--- src/rtl/dram_cmd_arb.sv ---
module dram_cmd_arb #(
  parameter int ADDR_W = 32,
  parameter int BANK_W = 3,
  parameter int REF_W  = 13,
  parameter int SCRB_W = 12,
  parameter int FAW_W  = 6,
  parameter int FAW_N  = 4
) (
  input  logic              clk,
  input  logic              rst_n,
  input  logic [REF_W-1:0]  cfg_ref_intv,
  input  logic [SCRB_W-1:0] cfg_scrub_intv,
  input  logic [FAW_W-1:0]  cfg_tfaw,
  input  logic              cas_req,
  input  logic [BANK_W-1:0] cas_bank,
  output logic              cas_gnt,
  input  logic              rd_req,
  input  logic [ADDR_W-1:0] rd_addr,
  input  logic [BANK_W-1:0] rd_bank,
  output logic              rd_gnt,
  input  logic              wr_req,
  input  logic [ADDR_W-1:0] wr_addr,
  input  logic [BANK_W-1:0] wr_bank,
  output logic              wr_gnt,
  output logic              cmd_valid,
  output logic [2:0]        cmd_kind,
  output logic [BANK_W-1:0] cmd_bank
);
  localparam logic [2:0] K_NONE = 3'd0, K_REF = 3'd1, K_CAS = 3'd2,
                         K_SCRB = 3'd3, K_RD = 3'd4, K_WR = 3'd5;
  localparam logic [FAW_W-1:0] AGE_MAX = '1;

  logic              ref_pend, scrub_pend;
  logic [REF_W-1:0]  ref_cnt;
  logic [SCRB_W-1:0] scrub_cnt;
  logic [BANK_W-1:0] scrub_bank;
  logic [FAW_W-1:0]  act_age [FAW_N];

  logic faw_ok, raw_hit, ref_go, cas_go, scrub_go, rd_go, wr_go, act_go;

  assign faw_ok   = act_age[FAW_N-1] >= cfg_tfaw;
  assign raw_hit  = rd_req && wr_req && (rd_addr == wr_addr);
  assign ref_go   = ref_pend;
  assign cas_go   = !ref_go && cas_req;
  assign scrub_go = !ref_go && !cas_req && scrub_pend && faw_ok;
  assign rd_go    = !ref_go && !cas_req && !scrub_pend && faw_ok && rd_req && !raw_hit;
  assign wr_go    = !ref_go && !cas_req && !scrub_pend && faw_ok && !rd_go && wr_req;
  assign act_go   = scrub_go || rd_go || wr_go;

  assign cas_gnt   = cas_go;
  assign rd_gnt    = rd_go;
  assign wr_gnt    = wr_go;
  assign cmd_valid = ref_go || cas_go || act_go;

  always_comb begin
    cmd_kind = K_NONE;
    cmd_bank = '0;
    if (ref_go)        cmd_kind = K_REF;
    else if (cas_go)   begin cmd_kind = K_CAS;  cmd_bank = cas_bank;   end
    else if (scrub_go) begin cmd_kind = K_SCRB; cmd_bank = scrub_bank; end
    else if (rd_go)    begin cmd_kind = K_RD;   cmd_bank = rd_bank;    end
    else if (wr_go)    begin cmd_kind = K_WR;   cmd_bank = wr_bank;    end
  end

  always_ff @(posedge clk) begin
    if (!rst_n) begin
      ref_cnt  <= '0;
      ref_pend <= 1'b0;
    end else if (ref_go) begin
      ref_cnt  <= '0;
      ref_pend <= 1'b0;
    end else if (!ref_pend) begin
      if (ref_cnt == cfg_ref_intv - 1'b1) begin
        ref_cnt  <= '0;
        ref_pend <= 1'b1;
      end else begin
        ref_cnt <= ref_cnt + 1'b1;
      end
    end
  end

  always_ff @(posedge clk) begin
    if (!rst_n) begin
      scrub_cnt  <= '0;
      scrub_pend <= 1'b0;
      scrub_bank <= '0;
    end else if (scrub_go) begin
      scrub_cnt  <= '0;
      scrub_pend <= 1'b0;
      scrub_bank <= scrub_bank + 1'b1;
    end else if (!scrub_pend) begin
      if (scrub_cnt == cfg_scrub_intv - 1'b1) begin
        scrub_cnt  <= '0;
        scrub_pend <= 1'b1;
      end else begin
        scrub_cnt <= scrub_cnt + 1'b1;
      end
    end
  end

  function automatic logic [FAW_W-1:0] age_inc(input logic [FAW_W-1:0] a);
    return (a == AGE_MAX) ? a : a + 1'b1;
  endfunction

  for (genvar i = 0; i < FAW_N; i++) begin : g_age
    always_ff @(posedge clk) begin
      if (!rst_n)
        act_age[i] <= AGE_MAX;
      else if (act_go)
        act_age[i] <= (i == 0) ? FAW_W'(1) : age_inc(act_age[(i == 0) ? 0 : i-1]);
      else
        act_age[i] <= age_inc(act_age[i]);
    end
  end
endmodule


--- config.mk ---
export PLATFORM = sky130hd
export DESIGN_NAME = dram_cmd_arb
export DESIGN_NICKNAME = d
export VERILOG_FILES = /design/src/rtl/dram_cmd_arb.sv
export SDC_FILE = /design/constraint.sdc
export NUM_CORES = 1
export LEC_CHECK = 0
export BUFFER_PORTS_ARGS = -buffer_cell sky130_fd_sc_hd__buf_4
export CAP_MARGIN = 40
export CORE_ASPECT_RATIO = 0.7
export CORE_MARGIN = 5
export CORE_UTILIZATION = 30
export CTS_BUF_LIST = sky130_fd_sc_hd__clkbuf_16
export DETAILED_ROUTE_END_ITERATION = 8
export PLACE_DENSITY = 0.59
export SKIP_LAST_GASP = 1
export SLEW_MARGIN = 10
export SYNTH_ARGS = -nofsm -noshare
export SYNTH_HDL_FRONTEND = slang
export SYNTH_SLANG_ARGS = --single-unit
--- constraint.sdc ---
create_clock -name clk -period 3 [get_ports clk]
set_clock_uncertainty 0.2 [all_clocks]
set_input_delay 0.6 -clock clk [delete_from_list [all_inputs] [get_ports clk]]
set_output_delay 0.6 -clock clk [all_outputs]
set_load 0.03 [all_outputs]
==> run summary <==
crit path max fanout -> 3
transition at the pin with the smallest max-transition slack -> 527.4 ps
share of final-layout standard cells stronger than drive strength 1 -> 30.82%
area share of the largest cell type after synthesis -> 16.56%
RSZ-0062 raised after global routing -> yes
clock-pin slew reported for the worst setup and hold paths after clock tree synthesis -> 70 ps
clock tree from TritonCTS -> built
fraction of registers with async set/reset -> 0%
most instantiated flip-flop cell in the synthesis netlist -> sky130_fd_sc_hd__dfxtp_1
Pwr Density -> 452.5 nW/um^2
CTS Root Buffer Type -> sky130_fd_sc_hd__clkbuf_16
worst IR drop on VDD -> 262.9 uV
final wirelength -> 12090 um
top achievable clock speed -> 0.3034 GHz
Worst Setup Slack post-DPL -> -350.1 ps
leading cell types by count after synthesis -> sky130_fd_sc_hd__xor2_1, sky130_fd_sc_hd__nor2_1, sky130_fd_sc_hd__nand2_1
most repeated cell in the gate-level netlist after synthesis -> sky130_fd_sc_hd__xor2_1
class of the tightest hold or removal check -> reg2reg
sequential area share after synthesis -> 30.36%
HPWL after detailed placement -> 9875 um
Area Overhead vs Synth -> 37.26%
Clk Latency, worst-skew pair -> 300 ps
level count of the clock H-tree -> 2
Final Instance Count excl. Fillers -> 852
CP Capture Type -> output port
arrival time at the worst endpoint -> 2500 ps
final critical-path share of the clock period -> 109.9%
pins over their slew limit -> 0
Total Die Area -> 17050 sq um
number of synthesized register bits -> 54
vias per cell -> 4.920
Site Rows -> 36
synth warn -> 0
count of distinct cell types in the synthesized netlist -> 69
effective utilization at floorplan -> 30.97%
Detailed Route Iter0 Violations -> 175
routed wirelength normalized by instance count -> 14.19 um
remaining global-route overflow -> 0
number of failing hold endpoints at the final stage -> 0
global-route wire length before repair -> 19970 um
I/O pins -> 119
slack of the critical path -> -295.8 ps
number of buffers inserted by port buffering -> 118
WP data required -> 2200 ps
number of placed instances, taps included -> 842
Gate Count Post-Synth -> 505
top cell type by total area after synthesis -> sky130_fd_sc_hd__edfxtp_1
clock buffer depth -> 2
top area cells in the synthesized netlist -> sky130_fd_sc_hd__edfxtp_1, sky130_fd_sc_hd__dfxtp_1, sky130_fd_sc_hd__xor2_1
number of nets with antenna violations after routing -> 0
GPL Wtd Cong -> 0.8491
total vias in the final route -> 4192
clock buffer count from CTS -> 5
tightest slew margin relative to the limit -> 64.51%
Total Power Consumption -> 2.703 mW
vertical die dimension -> 110.8 um
MaxCap Viol Count -> 0
number of global-route vias before repair -> 4185
Synth Area per Inst -> 8.617 sq um
number of enable-type register cells in the synthesized netlist -> 24
cell area after synthesis -> 4352 sq um
Num Clock Sinks -> 54
number of buffers inserted by hold repair at cts -> 0
minimum clock period -> 3296 ps
fraction of the core area covered by cells at the end of the flow -> 42.50%
failing checks -> setup timing
count of endpoints failing setup in the final report -> 8
worst setup path class -> in2out
antenna violations before repair -> 0
maximum number of pins on one net before global-route repair -> 23
drc violations -> 0
Leakage Power -> 2.405 nW
critical path launch point type -> primary input
number of nets in the final layout -> 785
All-Layer GR Usage -> 13.85%
width of the die -> 154.0 um
Sum Neg Setup Slack -> -2088 ps
Std-Cell Core Area -> 14050 sq um
result of the run -> finished with violations
ANT cells -> 0
First-pass DRT Iterations -> 4
-- cells in the final DEF (no fill, tap or decap), drive strengths merged, types with 15 or more instances in the layout --
cell type,n
buf,148
conb,18
inv,22
dfxtp,30
nor3,24
xor2,56
ha,15
nor2,46
o21ai,17
mux2,16
nand2,44
edfxtp,24
nand3,26
xnor2,37
-- worst max-delay path, stage by stage --
cell and delay (ps):
sky130_fd_sc_hd__buf_6 90, sky130_fd_sc_hd__a222oi_1 290, sky130_fd_sc_hd__or4b_4 500, sky130_fd_sc_hd__or4_4 560, sky130_fd_sc_hd__a21oi_4 150, sky130_fd_sc_hd__o211ai_1 110
sky130_fd_sc_hd__buf_4 180
-- where the power goes --
part	total, mW	leakage (nW)	switching [mW]	internal [mW]
logic	1.08	1.87	0.531	0.553
registers	0.970	0.454	0.0816	0.888
clock network	0.649	0.0824	0.286	0.363
total	2.70	2.41	0.899	1.80
-- flip-flops by register name, summed over array words and instances (netlist names) --
name and cells:
ref_go 1, scrub_cnt 12, scrub_pend 1, act_age 24, ref_cnt 13, scrub_bank 3
-- through the flow --
stage                     instance area (sq um)  hold slack, ps
final                                      5973           279.7
after global routing                       5973           312.6
after CTS                                  5917           283.4
after detailed placement                   5693           266.0
after global placement                     5693           251.7
after floorplan                            4432           236.4
-- worst paths after layout --
check	start	to	slack, ps	cells past startpoint
setup / recovery	rd_addr[6]	cmd_valid	-300	7
hold / removal	ref_cnt[0]	ref_cnt[0]	280	1
setup reg to reg	act_age[1][10]	act_age[1][9]	180	9
hold reg to reg	ref_cnt[0]	ref_cnt[0]	280	1
-- kinds of logic after synthesis --
kind of cell / count (synthesis) / share of synthesized area [%]
other: 1 / 0.08617
xor gates and xnor gates: 93 / 18.72
DFF: 54 / 30.36
buffers and inverters: 38 / 3.565
adders and majority gates: 15 / 4.313
AOI/OAI and AO/OA: 68 / 11.27
and+or+nand+nor: 213 / 25.93
muxes: 23 / 5.750
-- metal layers --
metal  global-route usage (%)  part of all wire, %
met5                        0                    0
met4                    2.471                 0.72
met3                    2.497                  4.1
met2                    22.18                   46
met1                    19.69                   49
-- timing repair --
action | in CTS | in global routing
buffers inserted | 2 | 0
setup endpoints to repair | 9 | 44
resized for setup | 11 | 13
pin swaps | 5 | 4
-- final cells by class --
cell class,instances,area [sq um]
tap,190,237.7
multi-input combinational,430,3023
sequential,54,1321
clock inverter,2,13.76
clock buffer,6,150.1
fill,1431,8080
inverter,22,82.58
timing repair buffer,148,1145
Power figures use the tool's default switching activity.
